==> src/rtl/pexp_pkg.sv <==
package pexp_pkg;
  localparam int BYTE_W = 8;
  localparam int NPORT  = 2;
  localparam int SEL_W  = $clog2(NPORT);

  typedef enum logic [2:0] {
    ST_IDLE,
    ST_ADDR,
    ST_ADDR_ACK,
    ST_WR,
    ST_WR_ACK,
    ST_RD,
    ST_RD_ACK
  } tgt_state_e;
endpackage

==> src/rtl/pexp_bus_sync.sv <==
module pexp_bus_sync #(
  parameter int STAGES = 2
) (
  input  logic clk_i,
  input  logic rst_ni,
  input  logic scl_i,
  input  logic sda_i,
  output logic scl_o,
  output logic sda_o,
  output logic scl_rise_o,
  output logic scl_fall_o,
  output logic start_o,
  output logic stop_o
);
  logic [STAGES-1:0] scl_ff, sda_ff;
  logic scl_q, sda_q;

  always_ff @(posedge clk_i or negedge rst_ni) begin
    if (!rst_ni) begin
      scl_ff <= '1;
      sda_ff <= '1;
      scl_q  <= 1'b1;
      sda_q  <= 1'b1;
    end else begin
      scl_ff <= {scl_ff[STAGES-2:0], scl_i};
      sda_ff <= {sda_ff[STAGES-2:0], sda_i};
      scl_q  <= scl_ff[STAGES-1];
      sda_q  <= sda_ff[STAGES-1];
    end
  end

  assign scl_o      = scl_ff[STAGES-1];
  assign sda_o      = sda_ff[STAGES-1];
  assign scl_rise_o = scl_o & ~scl_q;
  assign scl_fall_o = ~scl_o & scl_q;
  // SDA edge while SCL held high on both samples
  assign start_o    = scl_o & scl_q & sda_q & ~sda_o;
  assign stop_o     = scl_o & scl_q & ~sda_q & sda_o;
endmodule

==> src/rtl/pexp_tgt_fsm.sv <==
module pexp_tgt_fsm
  import pexp_pkg::*;
#(
  parameter logic [6:0] DEV_ADDR = 7'h20
) (
  input  logic              clk_i,
  input  logic              rst_ni,
  input  logic              sda_i,
  input  logic              scl_rise_i,
  input  logic              scl_fall_i,
  input  logic              start_i,
  input  logic              stop_i,
  input  logic [BYTE_W-1:0] tx_byte_i,
  output logic              sda_oe_o,
  output logic              wr_stb_o,
  output logic              wr_first_o,
  output logic              wr_lsb_o,
  output logic              ld_first_o,
  output logic              ld_next_o,
  output logic              addr_hit_o
);
  tgt_state_e        state_q;
  logic [3:0]        bit_cnt_q;
  logic [BYTE_W-1:0] sh_q;
  logic              rw_q, ack_q, first_q, oe_q;
  logic              byte_done;

  assign byte_done  = scl_fall_i && (bit_cnt_q == 4'd8);
  assign addr_hit_o = (state_q == ST_ADDR) && byte_done && (sh_q[7:1] == DEV_ADDR);
  assign wr_stb_o   = (state_q == ST_WR) && byte_done;
  assign wr_first_o = first_q;
  assign wr_lsb_o   = sh_q[0];
  assign ld_first_o = (state_q == ST_ADDR_ACK) && scl_fall_i && rw_q;
  assign ld_next_o  = (state_q == ST_RD_ACK) && scl_fall_i && ack_q;
  assign sda_oe_o   = oe_q;

  always_ff @(posedge clk_i or negedge rst_ni) begin
    if (!rst_ni) begin
      state_q   <= ST_IDLE;
      bit_cnt_q <= '0;
      sh_q      <= '0;
      rw_q      <= 1'b0;
      ack_q     <= 1'b0;
      first_q   <= 1'b0;
      oe_q      <= 1'b0;
    end else if (stop_i) begin
      state_q <= ST_IDLE;
      oe_q    <= 1'b0;
    end else if (start_i) begin
      state_q   <= ST_ADDR;
      bit_cnt_q <= '0;
      oe_q      <= 1'b0;
      first_q   <= 1'b1;
    end else begin
      unique case (state_q)
        ST_ADDR: begin
          if (scl_rise_i) begin
            sh_q      <= {sh_q[BYTE_W-2:0], sda_i};
            bit_cnt_q <= bit_cnt_q + 4'd1;
          end else if (byte_done) begin
            if (sh_q[7:1] == DEV_ADDR) begin
              state_q <= ST_ADDR_ACK;
              oe_q    <= 1'b1;
              rw_q    <= sh_q[0];
            end else begin
              state_q <= ST_IDLE;
            end
          end
        end
        ST_ADDR_ACK: begin
          if (scl_fall_i) begin
            bit_cnt_q <= '0;
            if (rw_q) begin
              sh_q    <= tx_byte_i;
              oe_q    <= ~tx_byte_i[BYTE_W-1];
              state_q <= ST_RD;
            end else begin
              oe_q    <= 1'b0;
              state_q <= ST_WR;
            end
          end
        end
        ST_WR: begin
          if (scl_rise_i) begin
            sh_q      <= {sh_q[BYTE_W-2:0], sda_i};
            bit_cnt_q <= bit_cnt_q + 4'd1;
          end else if (byte_done) begin
            oe_q    <= 1'b1;
            state_q <= ST_WR_ACK;
          end
        end
        ST_WR_ACK: begin
          if (scl_fall_i) begin
            oe_q      <= 1'b0;
            bit_cnt_q <= '0;
            first_q   <= 1'b0;
            state_q   <= ST_WR;
          end
        end
        ST_RD: begin
          if (scl_fall_i) begin
            if (bit_cnt_q == 4'd7) begin
              oe_q      <= 1'b0;
              bit_cnt_q <= '0;
              state_q   <= ST_RD_ACK;
            end else begin
              sh_q      <= {sh_q[BYTE_W-2:0], 1'b0};
              oe_q      <= ~sh_q[BYTE_W-2];
              bit_cnt_q <= bit_cnt_q + 4'd1;
            end
          end
        end
        ST_RD_ACK: begin
          if (scl_rise_i) begin
            ack_q <= ~sda_i;
          end else if (scl_fall_i) begin
            if (ack_q) begin
              sh_q      <= tx_byte_i;
              oe_q      <= ~tx_byte_i[BYTE_W-1];
              bit_cnt_q <= '0;
              state_q   <= ST_RD;
            end else begin
              state_q <= ST_IDLE;
            end
          end
        end
        default: state_q <= ST_IDLE;
      endcase
    end
  end
endmodule

==> src/rtl/pexp_port_regs.sv <==
module pexp_port_regs
  import pexp_pkg::*;
(
  input  logic                    clk_i,
  input  logic                    rst_ni,
  input  logic [NPORT*BYTE_W-1:0] pins_i,
  input  logic                    wr_stb_i,
  input  logic                    wr_first_i,
  input  logic                    wr_lsb_i,
  input  logic                    ld_first_i,
  input  logic                    ld_next_i,
  output logic [BYTE_W-1:0]       tx_byte_o,
  output logic                    irq_no_o
);
  logic [NPORT-1:0][BYTE_W-1:0] pin_q, ref_q;
  logic [NPORT-1:0]             diff;
  logic [SEL_W-1:0]             cmd_sel_q, rd_sel_q, sel_now;
  logic                         primed_q, irq_nq;

  assign sel_now   = ld_first_i ? cmd_sel_q : ~rd_sel_q;
  assign tx_byte_o = pin_q[sel_now];
  assign irq_no_o  = irq_nq;

  for (genvar g = 0; g < NPORT; g++) begin : g_cmp
    assign diff[g] = |(pin_q[g] ^ ref_q[g]);
  end

  always_ff @(posedge clk_i or negedge rst_ni) begin
    if (!rst_ni) begin
      pin_q     <= '0;
      ref_q     <= '0;
      cmd_sel_q <= '0;
      rd_sel_q  <= '0;
      primed_q  <= 1'b0;
      irq_nq    <= 1'b1;
    end else begin
      pin_q    <= pins_i;
      primed_q <= 1'b1;
      // first clock out of reset: current pins count as already read
      if (!primed_q) ref_q <= pins_i;
      else if (ld_first_i || ld_next_i) ref_q[sel_now] <= pin_q[sel_now];
      if (wr_stb_i && wr_first_i) cmd_sel_q <= SEL_W'(wr_lsb_i);
      if (ld_first_i || ld_next_i) rd_sel_q <= sel_now;
      irq_nq <= ~(primed_q & (|diff));
    end
  end
endmodule

==> src/rtl/i2c_port_expander.sv <==
module i2c_port_expander
  import pexp_pkg::*;
#(
  parameter logic [6:0] DEV_ADDR    = 7'h20,
  parameter int         SYNC_STAGES = 2
) (
  input  logic              clk_i,
  input  logic              rst_ni,
  input  logic              scl_i,
  input  logic              sda_i,
  input  logic [BYTE_W-1:0] port0_i,
  input  logic [BYTE_W-1:0] port1_i,
  output logic              sda_oe_o,
  output logic              irq_no_o
);
  logic scl_s, sda_s, scl_rise, scl_fall, start, stop;
  logic wr_stb, wr_first, wr_lsb, ld_first, ld_next, addr_hit;
  logic [BYTE_W-1:0] tx_byte;

  pexp_bus_sync #(.STAGES(SYNC_STAGES)) i_sync (
    .clk_i, .rst_ni, .scl_i, .sda_i,
    .scl_o(scl_s), .sda_o(sda_s),
    .scl_rise_o(scl_rise), .scl_fall_o(scl_fall),
    .start_o(start), .stop_o(stop)
  );

  pexp_tgt_fsm #(.DEV_ADDR(DEV_ADDR)) i_fsm (
    .clk_i, .rst_ni,
    .sda_i(sda_s), .scl_rise_i(scl_rise), .scl_fall_i(scl_fall),
    .start_i(start), .stop_i(stop), .tx_byte_i(tx_byte),
    .sda_oe_o, .wr_stb_o(wr_stb), .wr_first_o(wr_first), .wr_lsb_o(wr_lsb),
    .ld_first_o(ld_first), .ld_next_o(ld_next), .addr_hit_o(addr_hit)
  );

  pexp_port_regs i_regs (
    .clk_i, .rst_ni,
    .pins_i({port1_i, port0_i}),
    .wr_stb_i(wr_stb), .wr_first_i(wr_first), .wr_lsb_i(wr_lsb),
    .ld_first_i(ld_first), .ld_next_i(ld_next),
    .tx_byte_o(tx_byte), .irq_no_o
  );
endmodule

==> config.mk <==
export PLATFORM = sky130hd
export DESIGN_NAME = i2c_port_expander
export DESIGN_NICKNAME = d
export VERILOG_FILES = /design/src/rtl/pexp_pkg.sv /design/src/rtl/pexp_bus_sync.sv /design/src/rtl/pexp_tgt_fsm.sv /design/src/rtl/pexp_port_regs.sv /design/src/rtl/i2c_port_expander.sv
export SDC_FILE = /design/constraint.sdc
export NUM_CORES = 1
export LEC_CHECK = 0
export BUFFER_PORTS_ARGS = -buffer_cell sky130_fd_sc_hd__buf_2
export CORE_MARGIN = 2
export CORE_UTILIZATION = 55
export DETAILED_ROUTE_END_ITERATION = 7
export GPL_ROUTABILITY_DRIVEN = 1
export PLACE_DENSITY = 0.8
export SLEW_MARGIN = 40
export SYNTH_ARGS = -nofsm -noshare
export SYNTH_HDL_FRONTEND = slang
export SYNTH_SLANG_ARGS = --single-unit
==> constraint.sdc <==
create_clock -name clk_i -period 2.8 [get_ports clk_i]
set_input_delay 0.14 -clock clk_i [delete_from_list [all_inputs] [get_ports clk_i]]
set_output_delay 0.14 -clock clk_i [all_outputs]
set_load 0.01 [all_outputs]
# Word level (Yosys, flattened, before mapping)

Index checks and enable logic that the tools add are counted.

Register bits: 61

Equal/unequal tests: 36
Add/subtract/negate cells: 1
Bitwise gates (word level): 21
Reduce and logical (&&, ||, !) cells: 24
Magnitude comparators: 2
Muxes and demuxes: 60

Operators with widths:

| cell                                                  | count |
|---|---|
| 2-to-1 mux 8 bit                                      | 11 |
| 2-to-1 mux 3 bit                                      | 14 |
| 2-to-1 mux 16 bit                                     | 2 |
| 2-to-1 mux 4 bit                                      | 8 |
| inequality test 4 x 1 -> 1 bit, second input constant | 8 |
| one-hot mux 8 bit (4 select lines)                    | 1 |
| 2-to-1 mux 1 bit                                      | 18 |
| one-hot mux 3 bit (6 select lines)                    | 1 |
| bitwise mux 16 bit                                    | 1 |
| one-hot mux 4 bit (4 select lines)                    | 1 |
| OR reduction 16 bit                                   | 1 |
| bitwise XOR 8 bit                                     | 2 |
| inequality test 3 x 1 -> 1 bit, second input constant | 5 |
| inequality test 2 x 1 -> 1 bit, second input constant | 6 |
| inequality test 4 bit, second input constant          | 3 |
| AND reduction 12 bit                                  | 1 |
| NOT 1 bit                                             | 11 |
| AND reduction 11 bit                                  | 1 |
| AND reduction 10 bit                                  | 1 |
| == test 3 bit, second input constant                  | 3 |
| bitwise AND 1 bit                                     | 8 |
| demux 8 bit (select 1 bit)                            | 1 |
| logical AND 1 bit                                     | 8 |
| AND reduction 8 bit                                   | 1 |
| other kinds (22)                                      | 27 |

# Depth between registers and ports, before layout

Word-level depth: 14
Mapped depth: 8

# Cells and area by module

From an unflattened synthesis, not the netlist that was laid out.

Cells, all modules: 280
Area, all modules: 3,119.2 um2

Modules (own cells, without submodules):

| module         | instances | area each (um2) | cells an instance |
|---|---|---|---|
| pexp_port_regs | 1         | 1,609.0         | 119 |
| pexp_tgt_fsm   | 1         | 1,320.0         | 151 |
| pexp_bus_sync  | 1         | 190.2           | 10 |

# Least setup slack after synthesis

OpenSTA, ideal clock, no wires.

Path type: register -> register
Start: register i_sync.scl_q
End: register i_fsm.sh_q[0]
Setup slack: 0.796 ns
Clock period less this slack: 2.004 ns
Buffers on the path: 0
Cell stages (with the launch flop): 6
Arrival time: 1.879 ns
Path through: dfstp_2 > nand2b_1 > o32ai_2 > a21oi_1 > nor4_4 > mux2_2

Word-level cells in the longest chain between the ends: 10

Ends and longest elaborated chain:

| element                                             | line                 | text |
|---|---|---|
| start, declared                                     | pexp_bus_sync.sv:16  | `logic scl_q, sda_q;` |
| start signal, assigned                              | pexp_bus_sync.sv:27  | `scl_q <= scl_ff[STAGES-1];` |
| bitwise AND 1 bit                                   | pexp_bus_sync.sv:35  | `assign scl_fall_o = ~scl_o & scl_q;` |
| logical AND 1 bit (2 in a row)                      | pexp_tgt_fsm.sv:33   | `assign ld_first_o = (state_q == ST_ADDR_ACK) && scl_fall_i && rw_q;` |
| 2-to-1 mux 1 bit                                    | pexp_port_regs.sv:20 | `assign sel_now = ld_first_i ? cmd_sel_q : ~rd_sel_q;` |
| 2-to-1 mux 8 bit (not written as such) (2 in a row) | pexp_port_regs.sv:21 | `assign tx_byte_o = pin_q[sel_now];` |
| 2-to-1 mux 8 bit                                    | pexp_tgt_fsm.sv:117  | `if (ack_q) begin` |
| 2-to-1 mux 8 bit                                    | pexp_tgt_fsm.sv:116  | `end else if (scl_fall_i) begin` |
| 2-to-1 mux 8 bit                                    | pexp_tgt_fsm.sv:114  | `if (scl_rise_i) begin` |
| one-hot mux 8 bit (4 select lines)                  | pexp_tgt_fsm.sv:55   | `unique case (state_q)` |
| end signal, assigned                                | pexp_tgt_fsm.sv:58   | `sh_q <= {sh_q[BYTE_W-2:0], sda_i};` |
| end signal, assigned                                | pexp_tgt_fsm.sv:74   | `sh_q <= tx_byte_i;` |
| end signal, assigned                                | pexp_tgt_fsm.sv:118  | `sh_q <= tx_byte_i;` |
| end, declared                                       | pexp_tgt_fsm.sv:24   | `logic [BYTE_W-1:0] sh_q;` |

Several ways; a longest one is shown, not always the timed one. The select of a mux whose other input is x is not followed.
A chain may end at the register's enable or synchronous reset.

# Worst setup path after layout

Start: register i_fsm.state_q[0]
End: register i_fsm.sh_q[0]

Word-level cells in the longest chain between the ends: 10

Ends and longest elaborated chain:

| element                                             | line                                   | text |
|---|---|---|
| start, declared                                     | pexp_tgt_fsm.sv:22                     | `tgt_state_e state_q;` |
| start signal, assigned                              | pexp_tgt_fsm.sv:39                     | `state_q <= ST_IDLE;` |
| start signal, assigned                              | pexp_tgt_fsm.sv:47                     | `state_q <= ST_IDLE;` |
| start signal, assigned                              | pexp_tgt_fsm.sv:50                     | `state_q <= ST_ADDR;` |
| == test 3 x 2 -> 1 bit                              | pexp_tgt_fsm.sv:33, pexp_tgt_fsm.sv:55 |  |
| logical AND 1 bit (2 in a row)                      | pexp_tgt_fsm.sv:33                     |  |
| 2-to-1 mux 1 bit                                    | pexp_port_regs.sv:20                   |  |
| 2-to-1 mux 8 bit (not written as such) (2 in a row) | pexp_port_regs.sv:21                   |  |
| 2-to-1 mux 8 bit                                    | pexp_tgt_fsm.sv:117                    |  |
| 2-to-1 mux 8 bit                                    | pexp_tgt_fsm.sv:116                    |  |
| 2-to-1 mux 8 bit                                    | pexp_tgt_fsm.sv:114                    |  |
| one-hot mux 8 bit (4 select lines)                  | pexp_tgt_fsm.sv:55                     |  |

Several ways; a longest one is shown, not always the timed one. The select of a mux whose other input is x is not followed.

==> results.md <==
* Final instance area at 3600 µm²
* Synth Flop Type: dfrtp_1
* Max-slew violations at 0
* Initial antenna violation count at 0
* Total Nets Final at 356
* Mapped Nets at 315
* Startpoint class of the critical path: flip-flop
* Most frequent cells in the layout: dfrtp_1, nor2_1, a21oi_1
* Final wirelength at 6370 µm
* Bufs on Longest Clock Path at 2
* Setup WS pre-CTS at 0.500 ns
* GRT Util Overall at 23.3%
* Final setup viols at 0
* Critical Path Max Stage Delay at 0.59 ns
* Crit path max-delay family: simple AND/OR/NAND/NOR gates
* Max rail drop VDD at 0.000429 V
* CTS tree: yes
* Setup TNS at 0 ns
* Clk_lat worst skew at 0.35 ns
* FF+latch area at 1540 µm²
* Final worst-path setup slack at 0.511 ns
* Vias at 2,403
* CTS clk-pin slew, worst paths at 0.08 ns
* Total power draw at 2.52 mW
* DRC at 0
* Clk sinks at 61
* Antenna-violating nets left at 0
* Crit share post-route at 81.7%
* Register area share after synthesis at 50.2%
* Multi-input gate area at 1420 µm²
* Pwr dens at 700 nW/µm²
* Worst-path fanout max at 18
* Fraction of layout cells with a size suffix above 1 at 19.2%
* DRT iter0 DRCs at 177
* Cell Count Post-Placement at 376
* H-tree Lvls at 3
* Area grow syn2layout at 17.7%
* Worst Path Arrival at 2.52 ns
* # IOs at 22
* Die extent in x at 78.6 µm
* Die height at 78.6 µm
* Post-cts repair resize count at 0
* Rel. slew slack at 58.2%
* RSZ-0062 raised after global routing: false
* Worst Tran Pin Value at 0.627 ns
* Vias per cell at 5.85
* Status: finished, final reports clean
* Fin cells at 411
* Critical Path Stages at 5
* Crit Path Class: flip-flop to flip-flop
* Synth unique cells at 57
* Final min period at 2.29 ns
* CP Launch Point: i_fsm.state_q[0]
* Fillers at 427
* Global-route wire length before repair at 10,900 µm
* Setup Buffers After CTS at 0
* Worst setup path end: i_fsm.sh_q[0]
* FMAX at 0.437 GHz
* Post-cts hold buffer count at 19
* GRT Residual Overflow at 0
* Crit-path slowest cell: nor4_4
* Crit-path cells: nand2b_1, o32ai_2, a21oi_1, nor4_4, mux2_2
* Most common cell after layout, fill and taps aside: dfrtp_1
* Reg-to-reg endpoint: i_fsm.sh_q[0]
* Required time worst endpoint at 3.03 ns
* Crit path buf inv count at 0
* Hold Vio Cnt, Final at 0
* P_leak at 1.49 nW
* # rows at 27
* Worst reg-to-reg setup slack at 0.51 ns
* Worst reg-to-reg path cell count at 5
* Hold WS at 0.252 ns
* Core area at 5440 µm²
* Reg-to-reg startpoint: i_fsm.state_q[0]
* Hpwl dp at 4380 µm
* Initial Util at 56.3%
* Ys Warns at 0
* Inserted Clock Buffers at 9
* CTS root buf: clkbuf_8
* Syn_area_per_cell at 10.4 µm²
* Vias in the first global route at 2,410
* Pre-antenna DRT Iters at 6
* Clk_skew at 0.0127 ns
* Fraction of registers with async set/reset at 100%
* Largest net degree at the start of global routing at 44
* Crit. End Element: flip-flop
* Cell Area, Synth at 3060 µm²
* HP Class: input pin to async pin
* Post-DP Area at 3210 µm²
* # diodes at 0
* Post-synth EDFFs at 0
* GP Congestion at 0.954
* Number of synthesized register bits at 61
* Core Util, Final at 66.2%
* PortBufs at 21
* Wirelength per Cell at 15.5 µm
* Mapped Cells at 293
* Max-cap violations at 0
* Die Area at 6180 µm²
-- cells by family (layout without fill, tap and decap cells) --
logic type,Yosys count,count (layout),synth area share [%]
simple gates,93,93,16.3
compound gates,67,67,14.4
flops,61,61,50.2
mux,27,27,9.16
buf+inv,23,69,3.56
xor+xnor,18,18,5.15
fa+ha+maj,3,3,1.14
other cells,1,1,0.123
-- synthesized netlist by cell type (2+ instances only) --
master	n	area, µm²
nand3_1	4	20.0
nand3b_1	2	15.0
nor3_1	5	25.0
o21ai_0	7	35.0
a211oi_1	6	45.0
o211ai_1	4	30.0
nor2_1	39	146
ha_1	2	25.0
clkbuf_1	7	26.3
nor4_1	9	56.3
nor2b_1	2	12.5
mux2_2	8	90.1
a21oi_1	28	140
o21a_1	2	15.0
nand4_1	5	31.3
a211o_1	2	17.5
xnor2_1	18	158
buf_2	3	15.0
dfstp_2	7	184
buf_6	2	22.5
and3b_1	2	17.5
inv_1	9	33.8
dfrtp_1	54	1350
o41ai_1	2	17.5
nand2_1	8	30.0
nand2b_1	5	31.3
mux2i_1	19	190
o22ai_1	3	18.8
-- sequential cells by signal, indices dropped and copies added, names as in the netlist, 2 cells and up --
register,cells
i_fsm.sh_q,8
i_sync.sda_ff,2
i_sync.scl_ff,2
i_regs.pin_q,16
i_regs.ref_q,16
i_fsm.bit_cnt_q,4
i_fsm.state_q,3
-- per-layer routing --
| metal | part of all wire (%) | wire (µm) | global-route usage (%) |
|---|---|---|---|
| met5 | 0 | 0 | 0 |
| met4 | 3.5 | 226 | 12.3 |
| met3 | 5.9 | 377 | 7.24 |
| met2 | 50 | 3200 | 38.6 |
| met1 | 40 | 2560 | 27.1 |
-- power breakdown --
part	switching (mW)	internal [mW]	total [mW]
Sequential	0.149	1.02	1.17
Combinational	0.282	0.287	0.569
Clock	0.368	0.413	0.780
Total	0.798	1.72	2.52
-- final cells by class --
type	instances	area share (%)
Sequential cell	61	42.7
Inverter	9	0.938
Clock buffer	9	3.44
Timing Repair Buffer	44	9.03
Tap cell	72	2.50
Multi-Input combinational cell	209	39.3
Clock inverter	7	2.08
-- worst min-delay path by stage --
stage                                    end  slack [ns]
after CTS                     i_fsm.sda_oe_o        0.26
final                         i_fsm.sda_oe_o        0.25
after global routing          i_fsm.sda_oe_o        0.30
after detailed placement  i_fsm.bit_cnt_q[3]        0.10
after floorplan                  i_fsm.ack_q       -0.16
after global placement    i_fsm.bit_cnt_q[2]         0.1
Power figures use the tool's default switching activity.
